$ cat config.mk
export PLATFORM = sky130hd
export DESIGN_NAME = lsw_lane_switch
export DESIGN_NICKNAME = d
export VERILOG_FILES = /design/src/rtl/lsw_pkg.sv /design/src/rtl/lsw_cfg_mux.sv /design/src/rtl/lsw_router.sv /design/src/rtl/lsw_out_stage.sv /design/src/rtl/lsw_lane_switch.sv
export SDC_FILE = /design/constraint.sdc
export NUM_CORES = 1
export LEC_CHECK = 0
export CAP_MARGIN = 5
export CORE_MARGIN = 8
export CORE_UTILIZATION = 45
export DETAILED_ROUTE_END_ITERATION = 8
export PLACE_DENSITY = 0.88
export RECOVER_POWER = 50
export SYNTH_ARGS = -nofsm -noshare
export SYNTH_HDL_FRONTEND = slang
export SYNTH_SLANG_ARGS = --single-unit
export TNS_END_PERCENT = 30
$ cat constraint.sdc
create_clock -name clk -period 0.9 [get_ports clk]
set_clock_uncertainty 0.1 [all_clocks]
set_input_delay 0.09 -clock clk [delete_from_list [all_inputs] [get_ports clk]]
set_output_delay 0.09 -clock clk [all_outputs]
set_load 0.03 [all_outputs]
$ cat src/rtl/lsw_pkg.sv
package lsw_pkg;

  typedef enum logic [1:0] {
    P_A = 2'd0,
    P_B = 2'd1,
    P_C = 2'd2
  } port_e;

  typedef enum logic [2:0] {
    FD_NONE = 3'd0,
    FD_A    = 3'd1,
    FD_B    = 3'd2,
    FD_C    = 3'd3
  } feed_e;

  typedef enum logic [1:0] {
    LS_OFF = 2'd0,
    LS_SQ  = 2'd1,
    LS_ACT = 2'd2
  } lane_st_e;

  // Which receive port feeds a given output, for one lane.
  function automatic feed_e pick_feed(port_e port, logic loop_self,
                                      logic diag, logic sel_bit);
    feed_e f;
    if (loop_self) begin
      f = (port == P_A) ? FD_A : ((port == P_B) ? FD_B : FD_C);
    end else if (port == P_C) begin
      f = sel_bit ? FD_B : FD_A;
    end else if (diag) begin
      f = FD_C;
    end else if ((port == P_B) == sel_bit) begin
      f = FD_C;
    end else begin
      f = FD_NONE;
    end
    return f;
  endfunction

  // Returns {valid, data} for the chosen feed.
  function automatic logic [1:0] feed_take(feed_e f, logic a, logic b,
                                           logic c, logic [2:0] in_off);
    logic [1:0] r;
    unique case (f)
      FD_A:    r = {~in_off[0], a & ~in_off[0]};
      FD_B:    r = {~in_off[1], b & ~in_off[1]};
      FD_C:    r = {~in_off[2], c & ~in_off[2]};
      default: r = 2'b00;
    endcase
    return r;
  endfunction

  function automatic lane_st_e idle_state(logic fast);
    return fast ? LS_SQ : LS_OFF;
  endfunction

  // Priority: power-down, lane disable, output disable, then routing.
  function automatic lane_st_e resolve(logic pd, logic lane_en, logic odis,
                                       logic src_ok, logic fast);
    lane_st_e s;
    if (pd || !lane_en || odis) s = LS_OFF;
    else if (src_ok)            s = LS_ACT;
    else                        s = idle_state(fast);
    return s;
  endfunction

endpackage

$ cat src/rtl/lsw_cfg_mux.sv
module lsw_cfg_mux #(
  parameter int LANES = 4
) (
  input  logic                 cfg_src_gpio,
  input  logic                 pin_pwrdn,
  input  logic                 pin_diag,
  input  logic [2:0]           pin_loop,
  input  logic [LANES-1:0]     pin_sel,
  input  logic [LANES-1:0]     pin_lane_en,
  input  logic                 pin_fast_sw,
  input  logic                 reg_pwrdn,
  input  logic                 reg_diag,
  input  logic [2:0]           reg_loop,
  input  logic [LANES-1:0]     reg_sel,
  input  logic [LANES-1:0]     reg_lane_en,
  input  logic [2:0]           reg_fast_sw,
  input  logic [2:0]           reg_in_off,
  input  logic [3*LANES-1:0]   reg_pol,
  input  logic [3*LANES-1:0]   reg_out_dis,
  output logic                 eff_pwrdn,
  output logic                 eff_diag,
  output logic [2:0]           eff_loop,
  output logic [LANES-1:0]     eff_sel,
  output logic [LANES-1:0]     eff_lane_en,
  output logic [2:0]           eff_fast,
  output logic [2:0]           eff_in_off,
  output logic [3*LANES-1:0]   eff_pol,
  output logic [3*LANES-1:0]   eff_odis
);
  localparam int NOUT = 3 * LANES;

  always_comb begin
    if (cfg_src_gpio) begin
      eff_pwrdn   = pin_pwrdn;
      eff_diag    = pin_diag;
      eff_loop    = pin_loop;
      eff_sel     = pin_sel;
      eff_lane_en = pin_lane_en;
      eff_fast    = {3{pin_fast_sw}};
      eff_in_off  = 3'b000;
      eff_pol     = {NOUT{1'b0}};
      eff_odis    = {NOUT{1'b0}};
    end else begin
      eff_pwrdn   = reg_pwrdn;
      eff_diag    = reg_diag;
      eff_loop    = reg_loop;
      eff_sel     = reg_sel;
      eff_lane_en = reg_lane_en;
      eff_fast    = reg_fast_sw;
      eff_in_off  = reg_in_off;
      eff_pol     = reg_pol;
      eff_odis    = reg_out_dis;
    end
  end
endmodule

$ cat src/rtl/lsw_router.sv
module lsw_router
  import lsw_pkg::*;
#(
  parameter int LANES = 4
) (
  input  logic [LANES-1:0]   rx_a,
  input  logic [LANES-1:0]   rx_b,
  input  logic [LANES-1:0]   rx_c,
  input  logic [LANES-1:0]   sel,
  input  logic [2:0]         loopb,
  input  logic               diag,
  input  logic [2:0]         in_off,
  output logic [3*LANES-1:0] src_data,
  output logic [3*LANES-1:0] src_ok
);
  for (genvar l = 0; l < LANES; l++) begin : g_lane
    for (genvar p = 0; p < 3; p++) begin : g_port
      feed_e      feed;
      logic [1:0] okd;
      assign feed = pick_feed(port_e'(p), loopb[p], diag, sel[l]);
      assign okd  = feed_take(feed, rx_a[l], rx_b[l], rx_c[l], in_off);
      assign src_ok[p*LANES+l]   = okd[1];
      assign src_data[p*LANES+l] = okd[0];
    end
  end
endmodule

$ cat src/rtl/lsw_out_stage.sv
module lsw_out_stage
  import lsw_pkg::*;
#(
  parameter int LANES = 4
) (
  input  logic             clk,
  input  logic             rst_n,
  input  logic             pwrdn,
  input  logic [LANES-1:0] lane_en,
  input  logic [LANES-1:0] odis,
  input  logic             fast,
  input  logic [LANES-1:0] pol,
  input  logic [LANES-1:0] src_data,
  input  logic [LANES-1:0] src_ok,
  output logic [LANES-1:0] tx,
  output logic [LANES-1:0] oe_n,
  output logic [LANES-1:0] sq
);
  for (genvar l = 0; l < LANES; l++) begin : g_lane
    lane_st_e st;
    logic     tx_q, oe_n_q, sq_q;
    assign st = resolve(pwrdn, lane_en[l], odis[l], src_ok[l], fast);

    always_ff @(posedge clk or negedge rst_n) begin
      if (!rst_n) begin
        tx_q   <= 1'b0;
        oe_n_q <= 1'b1;
        sq_q   <= 1'b0;
      end else begin
        tx_q   <= (st == LS_ACT) & (src_data[l] ^ pol[l]);
        oe_n_q <= (st == LS_OFF);
        sq_q   <= (st == LS_SQ);
      end
    end

    assign tx[l]   = tx_q;
    assign oe_n[l] = oe_n_q;
    assign sq[l]   = sq_q;
  end
endmodule

$ cat src/rtl/lsw_lane_switch.sv
module lsw_lane_switch
  import lsw_pkg::*;
#(
  parameter int LANES = 4
) (
  input  logic                 clk,
  input  logic                 rst_n,
  input  logic [LANES-1:0]     rx_a,
  input  logic [LANES-1:0]     rx_b,
  input  logic [LANES-1:0]     rx_c,
  input  logic                 cfg_src_gpio,
  input  logic                 pin_pwrdn,
  input  logic                 pin_diag,
  input  logic [2:0]           pin_loop,
  input  logic [LANES-1:0]     pin_sel,
  input  logic [LANES-1:0]     pin_lane_en,
  input  logic                 pin_fast_sw,
  input  logic                 reg_pwrdn,
  input  logic                 reg_diag,
  input  logic [2:0]           reg_loop,
  input  logic [LANES-1:0]     reg_sel,
  input  logic [LANES-1:0]     reg_lane_en,
  input  logic [2:0]           reg_fast_sw,
  input  logic [2:0]           reg_in_off,
  input  logic [3*LANES-1:0]   reg_pol,
  input  logic [3*LANES-1:0]   reg_out_dis,
  output logic [LANES-1:0]     tx_a,
  output logic [LANES-1:0]     tx_b,
  output logic [LANES-1:0]     tx_c,
  output logic [LANES-1:0]     tx_oe_n_a,
  output logic [LANES-1:0]     tx_oe_n_b,
  output logic [LANES-1:0]     tx_oe_n_c,
  output logic [LANES-1:0]     tx_sq_a,
  output logic [LANES-1:0]     tx_sq_b,
  output logic [LANES-1:0]     tx_sq_c
);
  localparam int NOUT = 3 * LANES;

  // Named internal events, visible to the bound checker.
  logic             cfg_pwrdn_w;
  logic             cfg_diag_w;
  logic [2:0]       cfg_loop_w;
  logic [LANES-1:0] cfg_sel_w;
  logic [LANES-1:0] cfg_lane_en_w;
  logic [2:0]       cfg_fast_w;
  logic [2:0]       cfg_in_off_w;
  logic [NOUT-1:0]  cfg_pol_w;
  logic [NOUT-1:0]  cfg_odis_w;
  logic [NOUT-1:0]  src_data_w;
  logic [NOUT-1:0]  src_ok_w;
  logic [NOUT-1:0]  tx_all_w;
  logic [NOUT-1:0]  oe_n_all_w;
  logic [NOUT-1:0]  sq_all_w;

  lsw_cfg_mux #(.LANES(LANES)) u_cfg (
    .cfg_src_gpio (cfg_src_gpio),
    .pin_pwrdn    (pin_pwrdn),
    .pin_diag     (pin_diag),
    .pin_loop     (pin_loop),
    .pin_sel      (pin_sel),
    .pin_lane_en  (pin_lane_en),
    .pin_fast_sw  (pin_fast_sw),
    .reg_pwrdn    (reg_pwrdn),
    .reg_diag     (reg_diag),
    .reg_loop     (reg_loop),
    .reg_sel      (reg_sel),
    .reg_lane_en  (reg_lane_en),
    .reg_fast_sw  (reg_fast_sw),
    .reg_in_off   (reg_in_off),
    .reg_pol      (reg_pol),
    .reg_out_dis  (reg_out_dis),
    .eff_pwrdn    (cfg_pwrdn_w),
    .eff_diag     (cfg_diag_w),
    .eff_loop     (cfg_loop_w),
    .eff_sel      (cfg_sel_w),
    .eff_lane_en  (cfg_lane_en_w),
    .eff_fast     (cfg_fast_w),
    .eff_in_off   (cfg_in_off_w),
    .eff_pol      (cfg_pol_w),
    .eff_odis     (cfg_odis_w)
  );

  lsw_router #(.LANES(LANES)) u_route (
    .rx_a     (rx_a),
    .rx_b     (rx_b),
    .rx_c     (rx_c),
    .sel      (cfg_sel_w),
    .loopb    (cfg_loop_w),
    .diag     (cfg_diag_w),
    .in_off   (cfg_in_off_w),
    .src_data (src_data_w),
    .src_ok   (src_ok_w)
  );

  for (genvar p = 0; p < 3; p++) begin : g_port
    lsw_out_stage #(.LANES(LANES)) u_out (
      .clk      (clk),
      .rst_n    (rst_n),
      .pwrdn    (cfg_pwrdn_w),
      .lane_en  (cfg_lane_en_w),
      .odis     (cfg_odis_w[p*LANES +: LANES]),
      .fast     (cfg_fast_w[p]),
      .pol      (cfg_pol_w[p*LANES +: LANES]),
      .src_data (src_data_w[p*LANES +: LANES]),
      .src_ok   (src_ok_w[p*LANES +: LANES]),
      .tx       (tx_all_w[p*LANES +: LANES]),
      .oe_n     (oe_n_all_w[p*LANES +: LANES]),
      .sq       (sq_all_w[p*LANES +: LANES])
    );
  end

  assign tx_a      = tx_all_w[0*LANES +: LANES];
  assign tx_b      = tx_all_w[1*LANES +: LANES];
  assign tx_c      = tx_all_w[2*LANES +: LANES];
  assign tx_oe_n_a = oe_n_all_w[0*LANES +: LANES];
  assign tx_oe_n_b = oe_n_all_w[1*LANES +: LANES];
  assign tx_oe_n_c = oe_n_all_w[2*LANES +: LANES];
  assign tx_sq_a   = sq_all_w[0*LANES +: LANES];
  assign tx_sq_b   = sq_all_w[1*LANES +: LANES];
  assign tx_sq_c   = sq_all_w[2*LANES +: LANES];
endmodule

Word level (Yosys, flattened, before mapping)
Cells that the tools add are included.

Register bits after elaboration: 36. Bits of input ports: 72. Output and inout port bits: 36. Logic and storage cells: 247.

Equality and inequality tests: 60. Multiplexer cells: 80. Bitwise gates (word level): 39. Reductions and logical operators: 32.

Operators by type and width (number): $mux W2 (38); $eq A3 B2 Y1 const B (24); $pmux W2 S3 (12); $mux W3 (21); $eq A3 B1 Y1 const B (12); $and A1 B1 Y1 (24); $eq A2 B1 Y1 const B (12); $eq A2 B2 Y1 const B (12); $logic_not A2 Y1 (12); $mux W12 (2); $logic_or A1 B1 Y1 (16); $xor A1 B1 Y1 (12); $mux W4 (2); $mux W1 (5); $logic_not A1 Y1 (4); $not A1 Y1 (3).

Longest topological paths before layout
Word-level depth: 10. Mapped depth: 7. Mapped depth without buffers: 4.

Modules after synthesis
A second synthesis with hierarchy kept.

Cells, all modules: 253. Area total of the unflattened synthesis: 2693.8 um2.

By module, submodules not included: lsw_out_stage (times used 3, cells an instance 45, area each 586.8 um2, seq. area each 305.3 um2); lsw_router (times used 1, cells an instance 70, area each 483.0 um2, seq. area each 0.0 um2); lsw_cfg_mux (times used 1, cells an instance 48, area each 450.4 um2, seq. area each 0.0 um2).

Least setup slack after synthesis
OpenSTA, ideal clock, no wires.

Kind: input-to-reg. From: input port cfg_src_gpio. To: register g_port[1].u_out.g_lane[1].tx_q. Setup time: 0.120 ns. Arrival: 1.169 ns. Data required time: 0.680 ns. Setup slack: -0.489 ns. Cell stages on the path: 4. Buffers on the path: 0. Path through: or3_4 > a2111oi_4 > nor3_1 > o211a_1.

Longest elaborated chain between the ends: 10. Elaborated cells between the ends (all ways): 31. Classes of those cells: eq/ne (4); mux (16); bitwise (8); reduce/logical (3).

RTL lines: from (decl) (RTL line lsw_lane_switch.sv:11) `input logic cfg_src_gpio,`; $mux W4 (RTL line lsw_cfg_mux.sv:33) `if (cfg_src_gpio) begin`; $mux W2 (RTL line lsw_pkg.sv:32) `end else if ((port == P_B) == sel_bit) begin`; $mux W3 (RTL line lsw_pkg.sv:30) `end else if (diag) begin`; $mux W3 (RTL line lsw_pkg.sv:26) `if (loop_self) begin`; $eq A3 B2 Y1 or $eq A3 B1 Y1 (tied branches) (RTL line lsw_pkg.sv:44) `unique case (f)`; $pmux W2 S3 (RTL line lsw_pkg.sv:44); $mux W2 (RTL line lsw_pkg.sv:62) `else if (src_ok) s = LS_ACT;`; $mux W2 (RTL line lsw_pkg.sv:61) `if (pd || !lane_en || odis) s = LS_OFF;`; $eq A2 B2 Y1 (RTL line lsw_out_stage.sv:30) `tx_q <= (st == LS_ACT) & (src_data[l] ^ pol[l]);`; $and A1 B1 Y1 (*) (RTL line lsw_out_stage.sv:30); to (signal assigned) (RTL line lsw_out_stage.sv:30); to (decl) (RTL line lsw_out_stage.sv:21) `logic tx_q, oe_n_q, sq_q;`.

Every way passes the cells marked *; elsewhere a longest branch is shown, timed or not.

Worst setup path in the final report
From: input port reg_loop[1]. To: register g_port[1].u_out.g_lane[3].tx_q.

Longest elaborated chain between the ends: 8. Elaborated cells between the ends (all ways): 11. Classes of those cells: eq/ne (4); mux (5); bitwise (2).

RTL lines: from (decl) (RTL line lsw_lane_switch.sv:20) `input logic [2:0] reg_loop,`; $mux W3 (*) (RTL line lsw_cfg_mux.sv:33); $mux W3 (*) (RTL line lsw_pkg.sv:26); $eq A3 B2 Y1 or $eq A3 B1 Y1 (tied branches) (RTL line lsw_pkg.sv:44); $pmux W2 S3 (*) (RTL line lsw_pkg.sv:44); $mux W2 (RTL line lsw_pkg.sv:62); $mux W2 (RTL line lsw_pkg.sv:61); $eq A2 B2 Y1 (RTL line lsw_out_stage.sv:30); $and A1 B1 Y1 (*) (RTL line lsw_out_stage.sv:30); to (signal assigned) (RTL line lsw_out_stage.sv:30); to (decl) (RTL line lsw_out_stage.sv:21).

Marks and branches as above.

==> results.sh <==
export IMPL_row_count=28
export IMPL_peak_freq_ghz=0.791
export IMPL_totalPowerFinal_uw=5290
export IMPL_critPathRequiredTime_ps=1010
export IMPL_grt_pass1_vias=3698
export IMPL_holdBufCountCts=0
export IMPL_worst_slack_ps=-365
export IMPL_place_congestion=0.902
export IMPL_crit_type="in2reg"
export IMPL_wl_met2_mm=6.89
export IMPL_synth_edff_count=0
export IMPL_cap_viol_max_count=0
export IMPL_violations_in_the_final_reports="negative setup slack"
export IMPL_slew_limit_headroom_pct=64.0
export IMPL_delay_of_the_slowest_cell_on_the_worst_path_ps=450
export IMPL_number_of_warnings_issued_by_yosys=0
export IMPL_timing_hold_worst_start="reg_pwrdn"
export IMPL_tritoncts="done"
export IMPL_grt_antenna_before_repair=1
export IMPL_residual_overflow_from_global_routing=0
export IMPL_ys_dominant_reg_cell="sky130_fd_sc_hd__dfrtp_1"
export IMPL_run_status="finished, violations left"
export IMPL_yosys_register_bits=36
export IMPL_io_pins=108
export IMPL_clock_root_buffer="sky130_fd_sc_hd__clkbuf_8"
export IMPL_design_die_area_sq_um=8930
export IMPL_crit_fanout=4
export IMPL_maximum_number_of_pins_on_one_net_before_global_route_repair=37
export IMPL_complex_gate_fraction_of_the_synthesized_area_pct=24.8
export IMPL_hpwl_dp_mm=8.13
export IMPL_synth_cell_area_sq_um=2770
export IMPL_first_pass_detailed_route_iteration_total=5
export IMPL_die_height_um=94.5
export IMPL_report_final_setup_viol=71
export IMPL_synth_sequential_area_ratio_pct=33.0
export IMPL_synthToLayoutAreaGrowth_pct=89.8
export IMPL_power_static_leakage_uw=0.00231
export IMPL_route_detailed_vias_per_inst=6.52
export IMPL_main_combinational_cell_family_by_area_after_synthesis="simple AND/OR/NAND/NOR gates"
export IMPL_route_final_wire_length_mm=14.5
export IMPL_routed_via_count=3559
export IMPL_final_max_slew_viol_count=0
export IMPL_timing_critical_path_cells="buf_6 -> or3_4 -> a2111oi_4 -> nor3_2 -> o211a_1"
export IMPL_synthXorXnorAreaFrac_pct=0
export IMPL_num_nets_final=541
export IMPL_die_width_um=94.5
export IMPL_rsz0062_at_grt="yes"
export IMPL_drcViolationCount=0
export IMPL_yosys_mux_area_fraction_pct=3.07
export IMPL_min_delay_worst_endpoint="g_port[2].u_out.g_lane[0].oe_n_q"
export IMPL_syn_area_per_cell_sq_um=8.94
export IMPL_detailedRoute_firstIterationViolations=263
export IMPL_grtUsageTotal_pct=29.3
export IMPL_clock_path_buffers=2
export IMPL_async_reset_ff_share_pct=100
export IMPL_vdd_drop_max_mv=0.927
export IMPL_place_worst_setup_slack_ps=-995
export IMPL_cp_start_kind="primary input"
export IMPL_met3_length_mm=1.55
export IMPL_worst_endpoint_arrival_ps=1380
export IMPL_highest_signal_layer="met4"
export IMPL_finalHoldViolations=0
export IMPL_post_route_cells_drive_above_1_share_pct=59.4
export IMPL_clk_pin_slew_ps=80
export IMPL_grt_first_pass_wirelength_mm=20.3
export IMPL_yosys_cell_types_count=53
export IMPL_timing_final_crit_share_pct=141
export IMPL_power_per_cell_area_nw_per_um2=1010
export IMPL_clock_h_tree_levels=2
export IMPL_worst_setup_path_end_kind="register"
export IMPL_cts_sinks=36
export IMPL_met1_length_mm=5.11
export IMPL_whs_path_depth=4
export IMPL_worst_tran_pin_value_ps=540
export IMPL_synth_adder_area_share_pct=0
export IMPL_detail_route_wl_per_cell_um=26.6
export IMPL_worst_setup_path_startpoint="reg_loop[1]"
export IMPL_io_buffers=107
export IMPL_detail_route_antenna_nets=0
export IMPL_min_path_type="in2reg"
export IMPL_mappedNetlistNets=382
export IMPL_initial_utilization_pct=46.6
export IMPL_synthCells=310
export IMPL_final_period_minus_worst_setup_slack_ps=1260
export IMPL_post_synth_and_or_nand_nor_area_fraction_pct=26.1
export IMPL_cts_buffers_inserted=5
export IMPL_core_area_sq_um=5960
export IMPL_crit_slowest_cell="sky130_fd_sc_hd__or3_4"
-- how the worst max path moves through the flow --
| stage | to | slack (ps) | depth (start not counted) |
|---|---|---|---|
| 2_1_floorplan | g_port[1].u_out.g_lane[1].tx_q | -430 | 4 |
| 3_3_place_gp | g_port[1].u_out.g_lane[2].tx_q | -930 | 5 |
| 3_5_place_dp | g_port[1].u_out.g_lane[1].tx_q | -1000 | 5 |
| 4_1_cts | g_port[1].u_out.g_lane[1].tx_q | -360 | 5 |
| 5_1_grt | g_port[1].u_out.g_lane[3].tx_q | -370 | 5 |
| 6_report | g_port[1].u_out.g_lane[3].tx_q | -360 | 5 |
-- per-stage QoR --
step           setup TNS, ps  util, %  area [sq um]  hold WS (ps)  cells
3_3_place_gp          -29140     69.5          4140           383    506
3_5_place_dp          -29960     69.5          4140           387    506
2_1_floorplan          -9660        -          2890          -306    310
6_report              -12530     88.4          5260           101    546
4_1_cts               -10120     84.3          5020          67.4    536
5_1_grt               -13920     88.4          5260           105    546
-- logic make-up (layout without fill, tap and decap cells) --
| kind of cell | count (synthesis) | after routing |
|---|---|---|
| simple gates | 120 | 120 |
| compound gates | 91 | 91 |
| buf+inv | 55 | 215 |
| flops | 36 | 36 |
| mux | 8 | 8 |
| other cells | 0 | 1 |
-- registers in the layout (all words and copies together), names as in the netlist --
signal,flops
g_port.u_out.g_lane.tx_q,12
g_port.u_out.g_lane.sq_q,12
g_port.u_out.g_lane.oe_n_q,12
-- synth_stat cells, types with 2 or more instances --
| library cell | count | share of area (%) |
|---|---|---|
| sky130_fd_sc_hd__buf_4 | 37 | 10 |
| sky130_fd_sc_hd__nand2_1 | 28 | 3.8 |
| sky130_fd_sc_hd__dfrtp_1 | 24 | 22 |
| sky130_fd_sc_hd__o21ai_0 | 24 | 4.3 |
| sky130_fd_sc_hd__dfstp_2 | 12 | 11 |
| sky130_fd_sc_hd__nor2_1 | 11 | 1.5 |
| sky130_fd_sc_hd__nand3_1 | 10 | 1.8 |
| sky130_fd_sc_hd__nand3b_1 | 10 | 2.7 |
| sky130_fd_sc_hd__nor3_1 | 10 | 1.8 |
| sky130_fd_sc_hd__o21ai_1 | 10 | 1.8 |
| sky130_fd_sc_hd__nor2b_1 | 8 | 1.8 |
| sky130_fd_sc_hd__or3b_1 | 8 | 2.5 |
| sky130_fd_sc_hd__inv_1 | 7 | 0.95 |
| sky130_fd_sc_hd__nor3b_1 | 7 | 1.9 |
| sky130_fd_sc_hd__a21boi_0 | 6 | 1.6 |
| sky130_fd_sc_hd__a21oi_1 | 6 | 1.1 |
| sky130_fd_sc_hd__o211ai_1 | 6 | 1.6 |
| sky130_fd_sc_hd__and4_1 | 5 | 1.6 |
| sky130_fd_sc_hd__buf_2 | 5 | 0.90 |
| sky130_fd_sc_hd__or3b_2 | 5 | 1.6 |
| sky130_fd_sc_hd__clkbuf_1 | 4 | 0.54 |
| sky130_fd_sc_hd__mux2_2 | 4 | 1.6 |
| sky130_fd_sc_hd__mux2i_1 | 4 | 1.4 |
| sky130_fd_sc_hd__o2111a_1 | 4 | 1.6 |
| sky130_fd_sc_hd__o211a_1 | 4 | 1.4 |
| sky130_fd_sc_hd__o21a_1 | 4 | 1.1 |
| sky130_fd_sc_hd__or2_1 | 4 | 0.90 |
| sky130_fd_sc_hd__a2111oi_0 | 3 | 0.95 |
| sky130_fd_sc_hd__a2111oi_4 | 3 | 3.0 |
| sky130_fd_sc_hd__a21o_1 | 3 | 0.81 |
| sky130_fd_sc_hd__nor3b_2 | 3 | 1.4 |
| sky130_fd_sc_hd__o2111ai_1 | 3 | 0.95 |
| sky130_fd_sc_hd__o31ai_1 | 3 | 0.81 |
| sky130_fd_sc_hd__or3_1 | 3 | 0.68 |
| sky130_fd_sc_hd__a211oi_1 | 2 | 0.54 |
| sky130_fd_sc_hd__a21boi_1 | 2 | 0.54 |
| sky130_fd_sc_hd__nand2b_1 | 2 | 0.45 |
-- critical path: cells and delay by family --
family | cells | cell delay (ps)
AO/OA/AOI/OAI | 2 | 650
buffers and inverters | 1 | 90
AND/OR/NAND/NOR | 2 | 540
-- where the power goes --
part / internal, uW / leakage, uW / switching, uW / total [uW]
registers: 1700 / 0.000458 / 36.7 / 1740
clock network: 621 / 0.0000434 / 707 / 1330
logic: 1090 / 0.00181 / 1130 / 2220
-- layer usage --
layer,up-vias,GRT usage [%]
met5,-,0
met1,1719,33.4
met2,308,47.7
met3,98,7.54
li1,1434,-
met4,0,19.0
-- layout make-up --
| type | instances | area (sq um) |
|---|---|---|
| antenna | 1 | 2.50 |
| clock buffer | 6 | 82.6 |
| clock inverter | 2 | 15.0 |
| fill | 265 | 693 |
| inverter | 8 | 35.0 |
| multi-input combinational | 219 | 2140 |
| sequential | 36 | 916 |
| tap | 75 | 93.8 |
| timing repair buffer | 199 | 1980 |
-- cells in the final DEF (no fill, tap or decap), drive strengths merged, types with 11 or more instances in the layout --
| cell | count |
|---|---|
| buf | 147 |
| clkdlybuf4s50 | 27 |
| dfrtp | 24 |
| dfstp | 12 |
| dlygate4sd2 | 18 |
| nand2 | 28 |
| nor2 | 11 |
| nor3 | 11 |
| o21ai | 35 |
| or3b | 13 |
-- timing repair --
action                     4_1_cts  5_1_grt
setup buffers                   21        9
gates resized for setup        286       49
gates cloned                     3        0
pin swaps                       69       54
setup endpoints to repair       72       72
hold endpoints to repair         0        0
Note: power is estimated with default switching activity, not from simulation.
